--- src/rtl/cmdq_pkg.sv ---
package cmdq_pkg;

    localparam logic [7:0] REG_QBASE = 8'h80;
    localparam logic [7:0] REG_WOFF  = 8'h88;
    localparam logic [7:0] REG_ROFF  = 8'h90;

    // Number of leading entry words that carry operands
    localparam int KEEP_WORDS = 3;

    typedef enum logic [7:0] {
        OP_MOVE    = 8'h01,
        OP_INT     = 8'h03,
        OP_CLEAR   = 8'h04,
        OP_SYNC    = 8'h05,
        OP_MAPDEV  = 8'h08,
        OP_MAPCOL  = 8'h09,
        OP_MAPVID  = 8'h0A,
        OP_INV     = 8'h0C,
        OP_INVALL  = 8'h0D,
        OP_MOVALL  = 8'h0E,
        OP_DISCARD = 8'h0F
    } cmd_op_e;

    typedef struct packed {
        logic [7:0]  opcode;
        logic [31:0] dev_id;
        logic [31:0] event_id;
        logic [31:0] phys_id;
        logic [4:0]  id_bits;
        logic [47:0] table_addr;
        logic        map_valid;
        logic [47:0] target;
        logic [15:0] coll_id;
    } cmd_fields_t;

    function automatic logic op_known(input logic [7:0] op);
        case (op)
            OP_MOVE, OP_INT, OP_CLEAR, OP_SYNC, OP_MAPDEV, OP_MAPCOL,
            OP_MAPVID, OP_INV, OP_INVALL, OP_MOVALL, OP_DISCARD:
                return 1'b1;
            default:
                return 1'b0;
        endcase
    endfunction

endpackage

--- src/rtl/cmdq_regs.sv ---
module cmdq_regs
    import cmdq_pkg::*;
#(
    parameter int ADDR_W = 48,
    parameter int OFF_W  = 16,
    parameter int IDX_W  = 11
) (
    input  logic                      clk,
    input  logic                      rst_n,
    input  logic                      reg_we,
    input  logic [7:0]                reg_addr,
    input  logic [63:0]               reg_wdata,
    input  logic [IDX_W-1:0]          rd_idx,
    output logic                      base_valid,
    output logic [ADDR_W-OFF_W-1:0]   ring_base,
    output logic [IDX_W-1:0]          wr_idx,
    output logic [63:0]               reg_rdata
);
    localparam int SHIFT  = OFF_W - IDX_W;
    localparam int BASE_W = ADDR_W - OFF_W;

    typedef struct packed {
        logic              vld;
        logic [BASE_W-1:0] base;
        logic [IDX_W-1:0]  widx;
    } regs_t;

    regs_t r_d, r_q;

    always_comb begin
        r_d = r_q;
        if (reg_we) begin
            case (reg_addr)
                REG_QBASE: begin
                    r_d.vld  = reg_wdata[63];
                    r_d.base = reg_wdata[ADDR_W-1:OFF_W];
                end
                REG_WOFF: begin
                    if (r_q.vld) r_d.widx = reg_wdata[OFF_W-1:SHIFT];
                end
                default: ;
            endcase
        end
    end

    always_ff @(posedge clk) begin
        if (!rst_n) r_q <= '0;
        else        r_q <= r_d;
    end

    always_comb begin
        case (reg_addr)
            REG_QBASE: reg_rdata = {r_q.vld, {(63-ADDR_W){1'b0}}, r_q.base, {OFF_W{1'b0}}};
            REG_WOFF:  reg_rdata = {{(64-OFF_W){1'b0}}, r_q.widx, {SHIFT{1'b0}}};
            REG_ROFF:  reg_rdata = {{(64-OFF_W){1'b0}}, rd_idx, {SHIFT{1'b0}}};
            default:   reg_rdata = '0;
        endcase
    end

    logic unused_wdata;
    assign unused_wdata = ^{reg_wdata[62:ADDR_W], reg_wdata[SHIFT-1:0]};

    assign base_valid = r_q.vld;
    assign ring_base  = r_q.base;
    assign wr_idx     = r_q.widx;

    // write offset untouched while ring disabled
    p_woff_ignored_r3: assert property (@(posedge clk) disable iff (!rst_n)
        (reg_we && reg_addr == REG_WOFF && !r_q.vld) |=> $stable(r_q.widx));

endmodule

--- src/rtl/cmdq_fetch.sv ---
module cmdq_fetch
    import cmdq_pkg::*;
#(
    parameter int ADDR_W = 48,
    parameter int OFF_W  = 16,
    parameter int IDX_W  = 11,
    parameter int WORDS  = 4
) (
    input  logic                          clk,
    input  logic                          rst_n,
    input  logic                          base_valid,
    input  logic [ADDR_W-OFF_W-1:0]       ring_base,
    input  logic [IDX_W-1:0]              wr_idx,
    input  logic                          mem_rvalid,
    input  logic [63:0]                   mem_rdata,
    input  logic                          retire,
    output logic                          mem_req,
    output logic [ADDR_W-1:0]             mem_addr,
    output logic                          present,
    output logic [KEEP_WORDS-1:0][63:0]   words,
    output logic [IDX_W-1:0]              rd_idx
);
    localparam int WSEL_W = $clog2(WORDS);

    typedef enum logic [1:0] {S_IDLE, S_FETCH, S_HOLD} st_e;

    typedef struct packed {
        st_e                         st;
        logic [WSEL_W-1:0]           wsel;
        logic [KEEP_WORDS-1:0][63:0] words;
        logic [IDX_W-1:0]            ridx;
    } fetch_t;

    fetch_t f_d, f_q;

    always_comb begin
        f_d = f_q;
        case (f_q.st)
            S_IDLE: begin
                if (base_valid && wr_idx != f_q.ridx) begin
                    f_d.st   = S_FETCH;
                    f_d.wsel = '0;
                end
            end
            S_FETCH: begin
                if (mem_rvalid) begin
                    for (int k = 0; k < KEEP_WORDS; k++) begin
                        if (f_q.wsel == WSEL_W'(k)) f_d.words[k] = mem_rdata;
                    end
                    if (f_q.wsel == WSEL_W'(WORDS-1)) f_d.st = S_HOLD;
                    else                              f_d.wsel = f_q.wsel + 1'b1;
                end
            end
            S_HOLD: begin
                if (retire) begin
                    f_d.ridx = f_q.ridx + 1'b1;
                    f_d.st   = S_IDLE;
                end
            end
            default: f_d.st = S_IDLE;
        endcase
    end

    always_ff @(posedge clk) begin
        if (!rst_n) f_q <= '0;
        else        f_q <= f_d;
    end

    assign mem_req  = (f_q.st == S_FETCH);
    assign mem_addr = {ring_base, f_q.ridx, f_q.wsel, 3'b000};
    assign present  = (f_q.st == S_HOLD);
    assign words    = f_q.words;
    assign rd_idx   = f_q.ridx;

    // a pending read keeps its address until answered
    p_addr_hold_r4: assert property (@(posedge clk) disable iff (!rst_n)
        (mem_req && !mem_rvalid) |=> (mem_req && $stable(mem_addr)));

    // read pointer only ever steps by one entry (modulo ring size)
    p_rd_step_r8: assert property (@(posedge clk) disable iff (!rst_n)
        !$stable(f_q.ridx) |-> (f_q.ridx == $past(f_q.ridx) + 1'b1));

    // no fetch starts from idle while disabled
    p_no_fetch_off_r9: assert property (@(posedge clk) disable iff (!rst_n)
        (f_q.st == S_IDLE && !base_valid) |=> !mem_req);

endmodule

--- src/rtl/cmdq_decode.sv ---
module cmdq_decode
    import cmdq_pkg::*;
(
    input  logic [KEEP_WORDS-1:0][63:0] words,
    output cmd_fields_t                 fields,
    output logic                        known
);
    always_comb begin
        fields.opcode     = words[0][7:0];
        fields.dev_id     = words[0][63:32];
        fields.event_id   = words[1][31:0];
        fields.phys_id    = words[1][63:32];
        fields.id_bits    = words[1][4:0];
        fields.table_addr = {words[2][47:8], 8'h00};
        fields.map_valid  = words[2][63];
        fields.target     = {words[2][47:16], 16'h0000};
        fields.coll_id    = words[2][15:0];
        known             = op_known(words[0][7:0]);
    end

    logic unused_dec;
    assign unused_dec = ^{words[0][31:8], words[2][62:48]};

endmodule

--- src/rtl/cmdq_engine.sv ---
module cmdq_engine
    import cmdq_pkg::*;
#(
    parameter int RING_BYTES  = 65536,
    parameter int ENTRY_BYTES = 32,
    parameter int ADDR_W      = 48
) (
    input  logic        clk,
    input  logic        rst_n,
    input  logic        reg_we,
    input  logic [7:0]  reg_addr,
    input  logic [63:0] reg_wdata,
    output logic [63:0] reg_rdata,
    output logic        mem_req,
    output logic [47:0] mem_addr,
    input  logic        mem_rvalid,
    input  logic [63:0] mem_rdata,
    output logic        cmd_valid,
    input  logic        cmd_ready,
    output logic        cmd_err,
    output logic [7:0]  cmd_opcode,
    output logic [31:0] cmd_dev_id,
    output logic [31:0] cmd_event_id,
    output logic [31:0] cmd_phys_id,
    output logic [4:0]  cmd_id_bits,
    output logic [47:0] cmd_table_addr,
    output logic        cmd_map_valid,
    output logic [47:0] cmd_target,
    output logic [15:0] cmd_coll_id
);
    localparam int OFF_W       = $clog2(RING_BYTES);
    localparam int ENTRY_SHIFT = $clog2(ENTRY_BYTES);
    localparam int IDX_W       = OFF_W - ENTRY_SHIFT;
    localparam int WORDS       = ENTRY_BYTES / 8;

    logic                        base_valid;
    logic [ADDR_W-OFF_W-1:0]     ring_base;
    logic [IDX_W-1:0]            wr_idx;
    logic [IDX_W-1:0]            rd_idx;
    logic                        present;
    logic                        known;
    logic                        retire;
    logic [KEEP_WORDS-1:0][63:0] words;
    cmd_fields_t                 fields;

    cmdq_regs #(.ADDR_W(ADDR_W), .OFF_W(OFF_W), .IDX_W(IDX_W)) u_regs (
        .clk        (clk),
        .rst_n      (rst_n),
        .reg_we     (reg_we),
        .reg_addr   (reg_addr),
        .reg_wdata  (reg_wdata),
        .rd_idx     (rd_idx),
        .base_valid (base_valid),
        .ring_base  (ring_base),
        .wr_idx     (wr_idx),
        .reg_rdata  (reg_rdata)
    );

    cmdq_fetch #(.ADDR_W(ADDR_W), .OFF_W(OFF_W), .IDX_W(IDX_W), .WORDS(WORDS)) u_fetch (
        .clk        (clk),
        .rst_n      (rst_n),
        .base_valid (base_valid),
        .ring_base  (ring_base),
        .wr_idx     (wr_idx),
        .mem_rvalid (mem_rvalid),
        .mem_rdata  (mem_rdata),
        .retire     (retire),
        .mem_req    (mem_req),
        .mem_addr   (mem_addr),
        .present    (present),
        .words      (words),
        .rd_idx     (rd_idx)
    );

    cmdq_decode u_decode (
        .words  (words),
        .fields (fields),
        .known  (known)
    );

    assign cmd_valid      = present && known;
    assign cmd_err        = present && !known;
    assign retire         = cmd_err || (cmd_valid && cmd_ready);

    assign cmd_opcode     = fields.opcode;
    assign cmd_dev_id     = fields.dev_id;
    assign cmd_event_id   = fields.event_id;
    assign cmd_phys_id    = fields.phys_id;
    assign cmd_id_bits    = fields.id_bits;
    assign cmd_table_addr = fields.table_addr;
    assign cmd_map_valid  = fields.map_valid;
    assign cmd_target     = fields.target;
    assign cmd_coll_id    = fields.coll_id;

    // offered command held steady until taken
    p_hold_cmd_r6: assert property (@(posedge clk) disable iff (!rst_n)
        (cmd_valid && !cmd_ready) |=> (cmd_valid && $stable(cmd_opcode)
                                       && $stable(cmd_dev_id) && $stable(cmd_coll_id)));

    // read offset moves only after an acceptance or a skip
    p_rd_after_accept_r6: assert property (@(posedge clk) disable iff (!rst_n)
        !$stable(rd_idx) |-> ($past(cmd_valid && cmd_ready) || $past(cmd_err)));

    // an unsupported entry is stepped over on the next edge
    p_err_skips_r7: assert property (@(posedge clk) disable iff (!rst_n)
        cmd_err |=> (rd_idx == $past(rd_idx) + 1'b1));

endmodule

--- config.mk ---
export PLATFORM = sky130hd
export DESIGN_NAME = cmdq_engine
export DESIGN_NICKNAME = d
export VERILOG_FILES = /design/src/rtl/cmdq_pkg.sv /design/src/rtl/cmdq_regs.sv /design/src/rtl/cmdq_fetch.sv /design/src/rtl/cmdq_decode.sv /design/src/rtl/cmdq_engine.sv
export SDC_FILE = /design/constraint.sdc
export NUM_CORES = 1
export LEC_CHECK = 0
export BUFFER_PORTS_ARGS = -buffer_cell sky130_fd_sc_hd__buf_2
export CAP_MARGIN = 20
export CORE_AREA = 2 2 186 188
export CTS_CLUSTER_SIZE = 16
export DETAILED_ROUTE_END_ITERATION = 16
export DIE_AREA = 0 0 188 190
export PLACE_DENSITY = 0.66
export SLEW_MARGIN = 30
export SYNTH_ARGS = -nofsm -noshare
export SYNTH_HDL_FRONTEND = slang
export SYNTH_SLANG_ARGS = --single-unit
export TNS_END_PERCENT = 30
--- constraint.sdc ---
create_clock -name clk -period 4.28 [get_ports clk]
set_input_delay 0.856 -clock clk [delete_from_list [all_inputs] [get_ports clk]]
set_output_delay 0.856 -clock clk [all_outputs]
set_load 0.01 [all_outputs]
==> metrics.csv <==
metric,value,unit
status,finished clean,
fin_hold_ws,457,ps
synthFlopType,dfxtp_1,
syn_to_final_growth,14.1,%
cts_buffer_depth,3,
fin_skew,10.1,ps
hold_start,u_fetch.words[61],
placed_cell_area,11300,um2
tightest_slew,849,ps
clkLatencyLatePin,510,ps
maxCapViolations,0,
start_kind,input port,
post-cts-setup-buffers,0,
drc_errors,0,
routed_via_density,4.42,
drive_above_1_share,31.9,%
crit_required,3420,ps
fin_nets,1611,
end_kind,output port,
worstPathCellList,buf_2 -> or4b_4 -> nor4_4 -> buf_4 -> and2_1 -> buf_2,
synth_top_area_share,40.3,%
numPortBuffers,410,
synth-seq-cells,213,
synth_common_cells,"nand2_1 (407), buf_4 (257), dfxtp_1 (213)",
rows,68,
crit_buf_inv,3,
drt_wl_total,30.0,mm
drt_iter0_markers,290,
grt_pass1_wl,44.4,mm
relSlewSlack,43.2,%
cts_tree,built,
synth_enable_flop_cells,0,
yosysWarnings,0,
grt-ovfl-total,0,
antenna_found_initial,0,
grt_max_degree,127,
ys_seq_area_share,40.3,%
path_max_fanout,35,
synth.distinct_cells,40,
synth_top_area_cell,dfxtp_1,
die_y,190,um
routedWlPerCell,15.5,um
p_leak,5.49,nW
clock-root-buffer,clkbuf_16,
crit_type,in -> out,
min_period,3340,ps
hp-class,reg -> reg,
synthArstFlopShare,0,%
first_pass_iters,6,
clk_pin_slew,60,ps
hold_buffers,0,
synth.area.top_cells,"dfxtp_1 (40%), buf_4 (18%), nand2_1 (14%)",
crit_top_cell,buf_2,
grt_usage,15.8,%
tns,0,ps
arrival,2480,ps
setup_viol,0,
ctsHtreeMaxLevel,1,
ios,478,
dp_hpwl,21.6,mm
gp_congestion,0.840,
slowest_stage,or4b_4,
reg2reg_from,u_fetch.f_q[205],
numCtsBuffers,24,
initial_core_util,31.2,%
slew_violations,0,
routed-via-count,8568,
post-route-period-util,78.0,%
synth_cells,1299,
avgSynthCellArea,8.15,um2
dieArea,35700,um2
peakVddDrop,0.220,mV
final_cell_area,12100,um2
netlist_area,10600,um2
rsz0062_at_grt,false,
slowest_delay,570,ps
fmax,300,MHz
clock_sink_count,213,
p_per_area,349,nW/um2
die_w,188,um
finalHoldViolations,0,
crit_path_start,reg_addr[1],
synth_most_common_cell,nand2_1,
critPathTopFamily,simple AND/OR/NAND/NOR gates,
cts-resized-gates,0,
ant_nets,0,
grt_pass1_vias,7958,
core,33900,um2
-- path summary, 6_finish.rpt --
path | slack, ps | endpoint | depth (start not counted)
worst min register to register | 460 | u_fetch.words[61] | 2
worst max register to register | 1720 | u_fetch.words[59] | 7
worst min-delay path | 460 | u_fetch.words[61] | 2
worst max-delay path | 940 | reg_rdata[25] | 6
-- report_power, final --
group          leakage (nW)  switching (mW)  internal [mW]  total, mW
Sequential             1.71        0.000381           1.98       1.98
Clock                 0.398           0.832           1.24       2.07
Combinational          3.38          0.0878         0.0685      0.156
-- flip-flops by register name (all words and copies together) (netlist names), named ones only --
register           flops
u_fetch.words        153
u_regs.ring_base      32
u_fetch.rd_idx        11
u_regs.wr_idx         11
u_fetch.f_q            2
u_fetch.mem_addr       2
u_regs.base_valid      1
-- cells in the final DEF (no fill, tap or decap), types with 2 or more instances in the layout --
cell       instances
xor2_1            17
dfxtp_1          213
a21boi_0         161
nor2b_1            4
nand3b_1           2
o21ai_0            5
xnor2_1            3
nand2_2            2
o311ai_0           2
buf_2            409
nor4_4             2
buf_4             14
and3_2             3
nor4b_1            3
clkinv_2           3
clkbuf_16         25
inv_1             11
clkbuf_8          10
and2_1            43
mux2i_1            3
nor2_1             4
clkbuf_1           5
nand3_1            8
a22o_1            11
nor4_1             3
nor3_1             7
nand2_1          405
conb_1            47
a21boi_1          38
ha_1               5
-- cell type report --
type / count / area, um2
Clock inverter: 4 / 22.5
Fill cell: 3525 / 21900
Antenna cell: 1 / 2.50
Tap cell: 455 / 569
Timing Repair Buffer: 424 / 2170
Clock buffer: 40 / 782
Inverter: 11 / 41.3
Multi-Input combinational cell: 791 / 4220
Sequential cell: 213 / 4260
-- stage by stage --
stage	setup slack, ps	utilization, %	power (mW)	instances
2_1_floorplan	1270	-	2.13	1345
3_3_place_gp	921	33.2	2.18	1894
3_5_place_dp	880	33.2	2.18	1894
4_1_cts	868	35.6	4.27	1938
5_1_grt	800	35.6	4.36	1938
6_report	942	35.6	4.21	1939
-- kinds of logic (layout without fill, tap and decap cells) --
kind of cell	Yosys count	after routing	share of synthesized area, %
buffers and inverters	341	479	21.6
adders and majority gates	5	5	0.591
DFF	213	213	40.3
AOI/OAI and AO/OA	222	222	15.8
and+or+nand+nor	494	494	19.8
xor gates and xnor gates	20	20	1.65
other	1	48	0.0354
muxes	3	3	0.284
-- worst reg2reg max path, delay by kind of cell, from the launching register on --
family | cells | cell delay (ps)
AOI/OAI and AO/OA | 1 | 80
buffers and inverters | 2 | 630
DFF | 1 | 410
and+or+nand+nor | 4 | 1330
-- per-layer routing --
| metal | track usage [%] | up-vias | share of wire (%) | wire length (um) |
|---|---|---|---|---|
| met1 | 19.3 | 3978 | 42 | 12600 |
| met4 | 5.21 | 0 | 2.6 | 794 |
| li1 | - | 4181 | - | - |
| met5 | 0 | - | 0 | 0 |
| met3 | 2.93 | 53 | 6.5 | 1950 |
| met2 | 27.9 | 356 | 49 | 14700 |
Power figures use the tool's default switching activity.
